### config.mk
export PLATFORM = sky130hd
export DESIGN_NAME = ret_ring_stack
export DESIGN_NICKNAME = d
export VERILOG_FILES = /design/src/rtl/rrs_pkg.sv /design/src/rtl/rrs_rst_sync.sv /design/src/rtl/rrs_ptr.sv /design/src/rtl/rrs_bank.sv /design/src/rtl/ret_ring_stack.sv
export SDC_FILE = /design/constraint.sdc
export NUM_CORES = 1
export LEC_CHECK = 0
export BUFFER_PORTS_ARGS = -buffer_cell sky130_fd_sc_hd__buf_2
export CAP_MARGIN = 0
export CORE_MARGIN = 8
export CORE_UTILIZATION = 27
export CTS_CLUSTER_SIZE = 30
export DETAILED_ROUTE_END_ITERATION = 16
export PLACE_DENSITY = 0.47
export SYNTH_ARGS = -nofsm -noshare
export SYNTH_HDL_FRONTEND = slang
export SYNTH_SLANG_ARGS = --single-unit
### constraint.sdc
create_clock -name clk -period 1.35 [get_ports clk]
set_clock_uncertainty 0.2 [all_clocks]
set_input_delay 0.135 -clock clk [delete_from_list [all_inputs] [get_ports clk]]
set_output_delay 0.135 -clock clk [all_outputs]
set_load 0.005 [all_outputs]
### src/rtl/rrs_pkg.sv
package rrs_pkg;

  // Operation selected in a cycle; push wins over pop.
  typedef enum logic [1:0] {
    RRS_IDLE = 2'd0,
    RRS_PUSH = 2'd1,
    RRS_POP  = 2'd2
  } rrs_op_e;

  function automatic rrs_op_e rrs_decode(input logic push, input logic pop);
    if (push)     return RRS_PUSH;
    else if (pop) return RRS_POP;
    else          return RRS_IDLE;
  endfunction

endpackage

### src/rtl/rrs_rst_sync.sv
module rrs_rst_sync (
  input  logic clk,
  input  logic rst_n,
  output logic rst_sync_n
);

  logic meta_q;
  logic hold_q;

  always_ff @(posedge clk or negedge rst_n) begin
    if (!rst_n) begin
      meta_q <= 1'b0;
      hold_q <= 1'b0;
    end else begin
      meta_q <= 1'b1;
      hold_q <= meta_q;
    end
  end

  assign rst_sync_n = hold_q;

endmodule

### src/rtl/rrs_ptr.sv
module rrs_ptr #(
  parameter int DEPTH = 2,
  localparam int PW   = (DEPTH > 1) ? $clog2(DEPTH) : 1
) (
  input  logic          clk,
  input  logic          rst_n,
  input  logic          push_i,
  input  logic          pop_i,
  output logic          wr_en_o,
  output logic [PW-1:0] wr_ptr_o,
  output logic [PW-1:0] top_idx_o
);
  import rrs_pkg::*;

  localparam logic [PW-1:0] LAST = PW'(DEPTH - 1);

  rrs_op_e        op;
  logic [PW-1:0]  ptr_q;
  logic [PW-1:0]  ptr_d;
  logic [PW-1:0]  ptr_inc;
  logic [PW-1:0]  ptr_dec;
  logic           ptr_en;

  always_comb begin
    op      = rrs_decode(push_i, pop_i);
    ptr_inc = (ptr_q == LAST) ? '0 : ptr_q + PW'(1);
    ptr_dec = (ptr_q == '0) ? LAST : ptr_q - PW'(1);
    ptr_en  = 1'b0;
    ptr_d   = ptr_q;
    unique case (op)
      RRS_PUSH: begin
        ptr_en = 1'b1;
        ptr_d  = ptr_inc;
      end
      RRS_POP: begin
        ptr_en = 1'b1;
        ptr_d  = ptr_dec;
      end
      default: begin
        ptr_en = 1'b0;
        ptr_d  = ptr_q;
      end
    endcase
  end

  always_ff @(posedge clk or negedge rst_n) begin
    if (!rst_n) begin
      ptr_q <= '0;
    end else if (ptr_en) begin
      ptr_q <= ptr_d;
    end
  end

  // The storage has no reset, so its write is gated by reset here.
  assign wr_en_o   = (op == RRS_PUSH) && rst_n;
  assign wr_ptr_o  = ptr_q;
  assign top_idx_o = ptr_dec;

endmodule

### src/rtl/rrs_bank.sv
module rrs_bank #(
  parameter int DEPTH = 2,
  parameter int AW    = 12,
  localparam int PW   = (DEPTH > 1) ? $clog2(DEPTH) : 1
) (
  input  logic          clk,
  input  logic          wr_en_i,
  input  logic [PW-1:0] wr_idx_i,
  input  logic [AW-1:0] wr_data_i,
  input  logic [PW-1:0] rd_idx_i,
  output logic [AW-1:0] rd_data_o
);

  logic [AW-1:0] slot_flat [DEPTH];

  for (genvar gi = 0; gi < DEPTH; gi++) begin : gen_slot
    logic          load;
    logic [AW-1:0] q;

    assign load = wr_en_i && (wr_idx_i == PW'(gi));

    always_ff @(posedge clk) begin
      if (load) begin
        q <= wr_data_i;
      end
    end

    assign slot_flat[gi] = q;
  end

  always_comb begin
    rd_data_o = '0;
    for (int i = 0; i < DEPTH; i++) begin
      if (rd_idx_i == PW'(i)) begin
        rd_data_o = slot_flat[i];
      end
    end
  end

endmodule

### src/rtl/ret_ring_stack.sv
module ret_ring_stack #(
  parameter int DEPTH = 2,
  parameter int AW    = 12,
  localparam int PW   = (DEPTH > 1) ? $clog2(DEPTH) : 1
) (
  input  logic          clk,
  input  logic          rst_n,
  input  logic          push_i,
  input  logic          pop_i,
  input  logic [AW-1:0] push_addr_i,
  output logic [AW-1:0] top_addr_o
);

  logic          rst_sync_n;
  logic          wr_en;
  logic [PW-1:0] wr_ptr;
  logic [PW-1:0] top_idx;

  rrs_rst_sync u_rst_sync (
    .clk        (clk),
    .rst_n      (rst_n),
    .rst_sync_n (rst_sync_n)
  );

  rrs_ptr #(.DEPTH(DEPTH)) u_ptr (
    .clk       (clk),
    .rst_n     (rst_sync_n),
    .push_i    (push_i),
    .pop_i     (pop_i),
    .wr_en_o   (wr_en),
    .wr_ptr_o  (wr_ptr),
    .top_idx_o (top_idx)
  );

  rrs_bank #(.DEPTH(DEPTH), .AW(AW)) u_bank (
    .clk       (clk),
    .wr_en_i   (wr_en),
    .wr_idx_i  (wr_ptr),
    .wr_data_i (push_addr_i),
    .rd_idx_i  (top_idx),
    .rd_data_o (top_addr_o)
  );

endmodule

[Word level (Yosys, flattened, before mapping)]
Index checks and enable logic that the tools add are counted.
Cells by class
  muxes and demuxes: 7
  equality and inequality tests: 2
  $add $sub $neg: 2
  bitwise gates (word level): 1
  reductions and logical operators: 6
Operators by type and width (count)
  12-bit two-way mux: 1
  2-bit two-way mux: 2
  1-bit logical AND: 3
  1-bit two-way mux: 3
  2-bit by 1-bit == test with 1-bit output, second input constant: 1
  2-bit == test, second input constant: 1
  1-bit one-hot mux with 2 select lines: 1
  2-bit AND reduction: 1
  2-bit nonzero test: 1
  2-bit OR reduction: 1
  1-bit adder, second input constant: 1
  1-bit NOT: 1
  1-bit subtractor, second input constant: 1
Word-level totals
  logic and storage cells: 23
  register bits: 27

[Logic depth before layout (Yosys ltp)]
Gate-level depths: netlist of the first run.
  depth after elaboration: 6
  mapped depth: 3
  gate-level depth less buffers: 2

[By module]
A second synthesis of the first run with hierarchy kept.
Unflattened totals
  cell total of the unflattened synthesis: 47
  area total of the unflattened synthesis: 1021.0 sq um
By module, submodules not included
  rrs_bank: instances 1, area each 917.1 sq um, cells an instance 39, seq. area each 720.7 sq um
  rrs_rst_sync: instances 1, area each 53.8 sq um, cells an instance 3, seq. area each 50.0 sq um
  rrs_ptr: instances 1, area each 50.0 sq um, cells an instance 5, seq. area each 25.0 sq um

[Worst setup path after synthesis of the first run]
OpenSTA, ideal clock, no wires.
  path type: register to register
  start point: register u_ptr.ptr_q (netlist: u_ptr.wr_ptr_o)
  end point: register u_bank.gen_slot[0].q[0] (enable)
  setup slack: -0.402 ns
  required time: 0.770 ns
  arrival time: 1.172 ns
  setup time: 0.380 ns
  stages on the path, launching flop included: 4
  clock period less this slack: 1.752 ns
  path through: dfrtp_1 > buf_6 > buf_12 > nor2_1
On the way
  cells in the longest elaborated chain, start to end: 2
RTL lines
  from (decl): line rrs_ptr.sv:18  | logic [PW-1:0] ptr_q;
  from (signal assigned): line rrs_ptr.sv:50  | ptr_q <= ptr_d;
  1-bit NOT
  1-bit logical AND: line rrs_bank.sv:20  | assign load = wr_en_i && (wr_idx_i == PW'(gi));
  named net u_bank.gen_slot[0].load: line rrs_bank.sv:17  | logic load;
  to (signal assigned): line rrs_bank.sv:24  | q <= wr_data_i;
  to (decl): line rrs_bank.sv:18  | logic [AW-1:0] q;
The timed path passes the listed nets, and every way through them passes these cells.
A chain may end at the register's enable or synchronous reset.

[Worst setup path after layout of the first run]
  start point: register u_ptr.ptr_q (netlist: u_ptr.wr_ptr_o)
  end point: output port top_addr_o[7]
On the way
  cells in the longest elaborated chain, start to end: 3
RTL lines
  1-bit subtractor: line rrs_ptr.sv:27  | ptr_dec = (ptr_q == '0) ? LAST : ptr_q - PW'(1);
  1-bit two-way mux *: line rrs_ptr.sv:27
  12-bit two-way mux *: line rrs_bank.sv:34  | if (rd_idx_i == PW'(i)) begin
  to (decl): line ret_ring_stack.sv:11  | output logic [AW-1:0] top_addr_o
Mark *: on every way between the ends. The rest lies on a longest branch, timed or not.

==> results.md, run 1 <==
| Step | Item | Reported |
|:---|:---|:---|
| cts | Count of clock tree sinks | 27 |
| synthesis | Gate Count Post-Synth | 47 |
| detailed routing | Number of remaining DRC errors | 0 |
| critical path | Crit-path cells | buf_6 > mux2_4 > buf_6 |
| floorplan | Die area | 6000 um^2 |
| cts | Clk Latency, worst-skew pair | 0.26 ns |
| detailed routing | Via count | 584 |
| critical path | Worst Path Arrival | 1.27 ns |
| place | Worst slack at placement | 0.00473 ns |
| floorplan | Vertical die dimension | 77.5 um |
| final layout | Commonest non-fill, non-tap cell in the layout | sky130_fd_sc_hd__edfxtp_1 |
| critical path | Family with the most delay on the worst path | flip-flops |
| sta | Setup-failing EPs final | 24 |
| detailed routing | Vias per std cell | 3.97 |
| floorplan | Area of the placeable core | 3630 um^2 |
| run status | Run status | finished with violations |
| cts | Root buf cell | sky130_fd_sc_hd__clkbuf_8 |
| synthesis | Count of yosys warnings during synthesis | 0 |
| cts | Num CTS Buffers | 3 |
| final layout | Number of standard cells in the final layout excluding fillers | 147 |
| synthesis | Most area-hungry cell type in the Yosys netlist | sky130_fd_sc_hd__edfxtp_1 |
| grt | Maximum number of pins on one net before global-route repair | 15 |
| sta | Final period utilization | 1.19 |
| power | Ratio of total power to cell area | 1550 nW/um^2 |
| grt | Antenna violations before repair | 0 |
| sta | Fin. max-slew vios | 0 |
| cts | CTS HTree Levels | 1 |
| synthesis | Top cell type's share of synthesized area | 0.707 |
| floorplan | Initial standard-cell utilization of the core | 0.281 |
| sta | Setup repair after global routing missed its margin | yes |
| grt | First-pass GRT wire length | 3050 um |
| synthesis | Share of the yosys chip area belonging to registers | 0.780 |
| power | Total power after layout | 2.44 mW |
| grt | Vias in the first global route | 669 |
| critical path | Type of origin of the critical path | register |
| final layout | Fin area | 1570 um^2 |
| critical path | Sum of buffers and inverters on the critical path | 2 |
| min path | Min-Delay Path Class | reg2reg |
| sta | Final-report hold violation count | 0 |
| grt | Total global routing overflow | 0 |
| critical path | Critical setup path kind | reg2out |
| critical path | Most common cell on crit path | sky130_fd_sc_hd__buf_6 |
| final layout | Most frequent cells in the layout | 24 x sky130_fd_sc_hd__edfxtp_1, 17 x sky130_fd_sc_hd__dlygate4sd3_1, 15 x sky130_fd_sc_hd__buf_2, 15 x sky130_fd_sc_hd__buf_6, 12 x sky130_fd_sc_hd__mux2_4 |
| grt | Total Routing Usage GR | 0.0637 |
| final layout | Antenna diode count | 0 |
| cts | Clk buf depth | 2 |
| synthesis | Post-synthesis net count | 63 |
| final layout | Relative area change from synthesis to final layout | 54.2% |
| floorplan | Chip Width | 77.5 um |
| synthesis | Top post-synthesis cells by area | sky130_fd_sc_hd__edfxtp_1 71%, sky130_fd_sc_hd__mux2_4 10%, sky130_fd_sc_hd__dfrtp_1 7.4% |
| detailed routing | Remaining number of nets flagged by the antenna check after routing | 0 |
| sta | Final WS setup | -0.254 ns |
| cts | CTS tree | built |
| detailed routing | Mean routed wirelength per cell | 12.5 um |
| critical path | Maximum fanout along the worst path | 7 |
| run status | Violations in the final reports | setup timing |
| critical path | Worst stage delay on the critical path | 0.40 ns |
| place | Count of placed standard cells including taps | 124 |
| sta | Final min period | 1.60 ns |
| critical path | Critical Path RT | 1.01 ns |
| final layout | Ratio of cells with drive above 1 in the final layout | 0.505 |
| synthesis | Post-synthesis instance area | 1020 um^2 |
| synthesis | Syn avg cell area | 21.7 um^2 |
| synthesis | Count of unique library cells instantiated by Yosys | 11 |
| sta | Maximum operating frequency | 623 MHz |
| synthesis | Post-synthesis register bit count | 27 |
| detailed routing | Starting DRC count in detailed routing | 38 |
| critical path | Kind of end point of the critical path | primary output |
| flow run | Max-capacitance violation count | 0 |
| place | Placed standard-cell area | 1240 um^2 |
| floorplan | IO Pins | 28 |
| place | Number of port buffers | 27 |
| final layout | Post-Route Utilization | 0.433 |
| critical path | Critical path's slowest cell | sky130_fd_sc_hd__dfrtp_1 |
| power | Reported leakage power | 0.631 nW |
| place | Detailed placement HPWL | 1240 um |
| detailed routing | Number of detailed-route iterations in the first pass | 3 |
| detailed routing | Final wirelength | 1840 um |
| power | Maximum vdd ir drop | 0.974 mV |
| place | Global placer's final weighted congestion | 0.640 |
| cts | Clock transition at path regs | 0.08 ns |
| floorplan | Row Count | 22 |
| final layout | Final nets | 116 |
power breakdown:
part	total (mW)	internal, mW	switching [mW]	leakage, nW
logic	0.953	0.623	0.329	0.353
registers	1.05	1.02	0.0342	0.255
clock network	0.433	0.211	0.223	0.0228
total	2.44	1.85	0.586	0.631
state kept, by name, summed over array words and instances (netlist names):
signal / cells
u_ptr.wr_ptr_o: 1
u_rst_sync.meta_q: 1
u_rst_sync.rst_sync_n: 1
u_bank.gen_slot.q: 24
worst reg2reg max path: cells and delay by family (launching register included):
kind / cells / cell delay, ns
and+or+nand+nor: 1 / 0.12
DFF: 1 / 0.42
buffers and inverters: 3 / 0.44
repair_timing:
action	4_1_cts	5_1_grt
setup buffers	2	0
setup endpoints to repair	12	24
resized for setup	19	1
pin swaps	0	0
hold buffers	17	0
hold endpoints to repair	28	0
final cells by class:
class,instances,area [um^2]
fillers,333,2060
flip-flops and latches,27,796
repair buffers,50,449
multi-input cells,18,223
well taps,48,60.1
clock buffers,4,45.0
synth_stat cells:
| library cell | number |
|---|---|
| sky130_fd_sc_hd__nand2_1 | 1 |
| sky130_fd_sc_hd__conb_1 | 1 |
| sky130_fd_sc_hd__buf_6 | 1 |
| sky130_fd_sc_hd__and3_2 | 1 |
| sky130_fd_sc_hd__mux2_4 | 7 |
| sky130_fd_sc_hd__buf_12 | 1 |
| sky130_fd_sc_hd__edfxtp_1 | 24 |
| sky130_fd_sc_hd__nor2_1 | 2 |
| sky130_fd_sc_hd__xnor2_1 | 1 |
| sky130_fd_sc_hd__mux2_2 | 5 |
| sky130_fd_sc_hd__dfrtp_1 | 3 |
per-stage QoR:
| step | hold WS, ns | TNS, ns |
|---|---|---|
| 6_report | 0.163 | -4.16 |
| 5_1_grt | 0.173 | -5.35 |
| 4_1_cts | 0.166 | -4.22 |
| 2_1_floorplan | -0.361 | -0.280 |
| 3_5_place_dp | -0.277 | 0 |
| 3_3_place_gp | -0.279 | 0 |
cells by family (layout without fill, tap and decap cells):
group / after synthesis / in the layout / share of synthesized area
other: 1 / 1 / 0.00368
XOR/XNOR: 1 / 1 / 0.00859
flip-flops: 27 / 27 / 0.780
multiplexers: 12 / 12 / 0.158
AND/OR/NAND/NOR: 4 / 4 / 0.0184
buffers and inverters: 2 / 54 / 0.0307
path summary, 6_finish.rpt:
path	startpoint	endpoint	slack, ns	depth (start not counted)
max	u_ptr.wr_ptr_o$_DFFE_PN0P_	top_addr_o[7]	-0.25	3
min	u_rst_sync.meta_q$_DFF_PN0_	u_rst_sync.rst_sync_n$_DFF_PN0_	0.16	0
max reg2reg	u_ptr.wr_ptr_o$_DFFE_PN0P_	u_bank.gen_slot[0].q[2]$_DFFE_PP_	-0.11	4
min reg2reg	u_rst_sync.meta_q$_DFF_PN0_	u_rst_sync.rst_sync_n$_DFF_PN0_	0.16	0
max in group asynchronous	rst_n	u_rst_sync.rst_sync_n$_DFF_PN0_	0.33	3
min in group asynchronous	u_rst_sync.rst_sync_n$_DFF_PN0_	u_ptr.wr_ptr_o$_DFFE_PN0P_	0.42	1
routing by layer:
metal / wire length [um] / share of wire / vias up / GRT usage
li1: - / - / 279 / -
met1: 755 / 0.41 / 282 / 0.0647
met2: 892 / 0.48 / 21 / 0.105
met3: 187 / 0.10 / 2 / 0.0426
met4: 5 / 0.0027 / 0 / 0.0170
met5: 0 / 0 / - / 0
No activity file was read; power rests on OpenSTA's default activity.
==> run 2: changes to the inputs <==
--- a/config.mk
+++ b/config.mk
@@ -12,6 +12,7 @@
 export CTS_CLUSTER_SIZE = 30
 export DETAILED_ROUTE_END_ITERATION = 16
 export PLACE_DENSITY = 0.47
+export SLEW_MARGIN = 20
 export SYNTH_ARGS = -nofsm -noshare
 export SYNTH_HDL_FRONTEND = slang
 export SYNTH_SLANG_ARGS = --single-unit
==> constraint.sdc (replaced) <==
create_clock -name clk -period 1.5 [get_ports clk]
set_clock_uncertainty 0.2 [all_clocks]
set_input_delay 0.15 -clock clk [delete_from_list [all_inputs] [get_ports clk]]
set_output_delay 0.15 -clock clk [all_outputs]
set_load 0.005 [all_outputs]
==> run 2 against run 1 <==
The run still ends with setup timing left. Worst setup slack better by 0.14 ns. Register-to-register slack improved by 0.16 ns. First-iteration DRC count decreased by 66%. Die area unchanged.
==> results.md, run 2 (synthesis results as in run 1) <==
| Step | Item | Reported | Delta |
|:---|:---|:---|:---|
| final layout | Fill cell total of the finished layout | 358 | was 333 |
| floorplan | Row Count | 22 | unchanged |
| final layout | Flip-flop count of the largest register after layout | 24 | unchanged |
| sta | Setup-failing EPs final | 12 | was 24 |
| grt | First-pass GRT wire length | 3100 um | was 3050 um |
| critical path | Most common cell on crit path | sky130_fd_sc_hd__buf_6 | unchanged |
| min path | WHS Path Cells | 0 | unchanged |
| cts | Count of clock tree sinks | 27 | unchanged |
| detailed routing | Final wirelength | 1850 um | was 1840 um |
| critical path | Type of origin of the critical path | register | unchanged |
| grt | Total global routing overflow | 0 | unchanged |
| critical path | Worst Path Arrival | 1.27 ns | about the same |
| critical path | FF-to-FF setup slack | 0.05 ns | was -0.11 ns |
| sta | Setup repair after global routing missed its margin | yes | unchanged |
| min path | Min-Delay Path Class | reg2reg | unchanged |
| run status | Run status | finished with violations | unchanged |
| place | Number of port buffers | 27 | unchanged |
| sta | Final min period | 1.62 ns |  |
| power | Total power after layout | 2.16 mW | was 2.44 mW |
| cts | Num CTS Buffers | 3 | unchanged |
| place | Global placer's final weighted congestion | 0.599 | was 0.640 |
| grt | Total Routing Usage GR | 0.0645 | was 0.0637 |
| place | Placed standard-cell area | 1220 um^2 | was 1240 um^2 |
| sta | Maximum operating frequency | 619 MHz |  |
| sta | Final period utilization | 1.08 |  |
| detailed routing | Number of remaining DRC errors | 0 | unchanged |
| detailed routing | Vias per std cell | 3.97 | about the same |
| critical path | R2r startpoint | u_ptr.wr_ptr_o$_DFFE_PN0P_ | unchanged |
| critical path | Critical setup path kind | reg2out | unchanged |
| final layout | Final nets | 115 | was 116 |
| sta | Final WS setup | -0.116 ns | was -0.254 ns |
| detailed routing | Via count | 579 | was 584 |
| grt | Maximum number of pins on one net before global-route repair | 16 | was 15 |
| flow run | Max-capacitance violation count | 0 | unchanged |
| final layout | Ratio of cells with drive above 1 in the final layout | 0.510 | was 0.505 |
| final layout | Register bank with the most flops | u_bank.gen_slot.q | unchanged |
| critical path | Worst stage delay on the critical path | 0.40 ns | about the same |
| detailed routing | Remaining number of nets flagged by the antenna check after routing | 0 | unchanged |
| floorplan | Chip Width | 77.5 um | unchanged |
| critical path | Critical Path RT | 1.15 ns | was 1.01 ns |
| cts | CTS HTree Levels | 1 | unchanged |
| critical path | Crit-path cells | buf_6 > mux2_4 > buf_6 | unchanged |
| floorplan | Vertical die dimension | 77.5 um | unchanged |
| detailed routing | Mean routed wirelength per cell | 12.7 um | was 12.5 um |
| floorplan | Die area | 6000 um^2 | unchanged |
| cts | Clk buf depth | 2 | unchanged |
| final layout | Commonest non-fill, non-tap cell in the layout | sky130_fd_sc_hd__edfxtp_1 | unchanged |
| power | Ratio of total power to cell area | 1390 nW/um^2 | was 1550 nW/um^2 |
| final layout | Antenna diode count | 0 | unchanged |
| critical path | Kind of end point of the critical path | primary output | unchanged |
| power | Maximum vdd ir drop | 0.801 mV | was 0.974 mV |
| power | Reported leakage power | 0.627 nW | was 0.631 nW |
| critical path | Depth of the most critical reg-to-reg path | 4 | unchanged |
| min path | Hold Path Sink | u_rst_sync.rst_sync_n$_DFF_PN0_ | unchanged |
| grt | Antenna violations before repair | 0 | unchanged |
| detailed routing | Number of detailed-route iterations in the first pass | 4 | was 3 |
| cts | CTS tree | built | unchanged |
| cts | Clk Latency, worst-skew pair | 0.27 ns | was 0.26 ns |
| run status | Violations in the final reports | setup timing | unchanged |
| place | Detailed placement HPWL | 1290 um | was 1240 um |
| floorplan | IO Pins | 28 | unchanged |
| sta | Fin. max-slew vios | 0 | unchanged |
| floorplan | Area of the placeable core | 3630 um^2 | unchanged |
| sta | Final-report hold violation count | 0 | unchanged |
| final layout | Relative area change from synthesis to final layout | 52.0% | was 54.2% |
| critical path | Maximum fanout along the worst path | 7 | unchanged |
| floorplan | Initial standard-cell utilization of the core | 0.281 | unchanged |
| critical path | RR Endpoint | u_bank.gen_slot[0].q[5]$_DFFE_PP_ | was u_bank.gen_slot[0].q[2]$_DFFE_PP_ |
| grt | Vias in the first global route | 672 | was 669 |
| cts | Clock transition at path regs | 0.09 ns | was 0.08 ns |
| min path | Hold path start | u_rst_sync.meta_q$_DFF_PN0_ | unchanged |
| cts | Root buf cell | sky130_fd_sc_hd__clkbuf_8 | unchanged |
| critical path | Critical path's slowest cell | sky130_fd_sc_hd__dfrtp_1 | unchanged |
| final layout | Fin area | 1550 um^2 | was 1570 um^2 |
| detailed routing | Starting DRC count in detailed routing | 13 | was 38 |
| final layout | Most frequent cells in the layout | 24 x sky130_fd_sc_hd__edfxtp_1, 17 x sky130_fd_sc_hd__dlygate4sd3_1, 15 x sky130_fd_sc_hd__buf_2, 15 x sky130_fd_sc_hd__buf_6, 12 x sky130_fd_sc_hd__mux2_4 | unchanged |
-- run 2: power by group --
part | leakage, nW | switching [mW] | internal (mW)
Clock | 0.0255 | 0.211 | 0.186
Sequential | 0.255 | 0.0293 | 0.914
Combinational | 0.346 | 0.286 | 0.533
Total | 0.627 | 0.526 | 1.63
-- run 2: critical path, delay by kind of cell, from the launching register on --
kind                   cells  cell delay, ns
flip-flops                 1            0.40
multiplexers               1            0.31
buffers and inverters      2            0.29
-- run 2: cell type report --
cell class,count,area (um^2),area share
sequential,27,796,0.513
timing repair buffer,49,429,0.277
multi-input combinational,18,219,0.141
tap,48,60.1,0.0387
clock buffer,3,41.3,0.0266
clock inverter,1,5.00,0.00323
-- run 2: per-stage QoR --
stage | cells | utilization | TNS [ns] | hold WS, ns | setup WS [ns]
6_report | 146 | 0.427 | -1.32 | 0.159 | -0.116
2_1_floorplan | 47 | - | 0 | -0.346 | 0.101
5_1_grt | 146 | 0.427 | -2.19 | 0.182 | -0.178
4_1_cts | 145 | 0.424 | -1.65 | 0.156 | -0.143
3_5_place_dp | 124 | 0.336 | 0 | -0.259 | 0.145
3_3_place_gp | 124 | 0.336 | 0 | -0.261 | 0.161
-- run 2: metal layers --
layer	up-vias	track usage	part of all wire
li1	277	-	-
met1	282	0.0648	0.37
met2	18	0.114	0.53
met3	2	0.0311	0.089
met4	0	0.0226	0.0022
met5	-	0	0
-- run 2: worst max path at each step --
stage	end	depth (start not counted)	startpoint	slack [ns]
finish	top_addr_o[10]	3	u_ptr.wr_ptr_o$_DFFE_PN0P_	-0.12
global route	top_addr_o[11]	3	u_ptr.wr_ptr_o$_DFFE_PN0P_	-0.18
CTS	top_addr_o[5]	3	u_ptr.wr_ptr_o$_DFFE_PN0P_	-0.14
detailed placement	top_addr_o[5]	3	u_ptr.wr_ptr_o$_DFFE_PN0P_	0.14
global placement	top_addr_o[5]	3	u_ptr.wr_ptr_o$_DFFE_PN0P_	0.16
floorplan	u_bank.gen_slot[1].q[0]$_DFFE_PP_	3	u_ptr.wr_ptr_o$_DFFE_PN0P_	0.10
-- run 2: what timing repair did --
action | CTS | global route
hold buffers | 17 | 0
hold endpoints to repair | 28 | 0
gates cloned | 0 | 0
setup endpoints to repair | 12 | 12
setup buffers | 0 | 1
gates resized for setup | 19 | 1
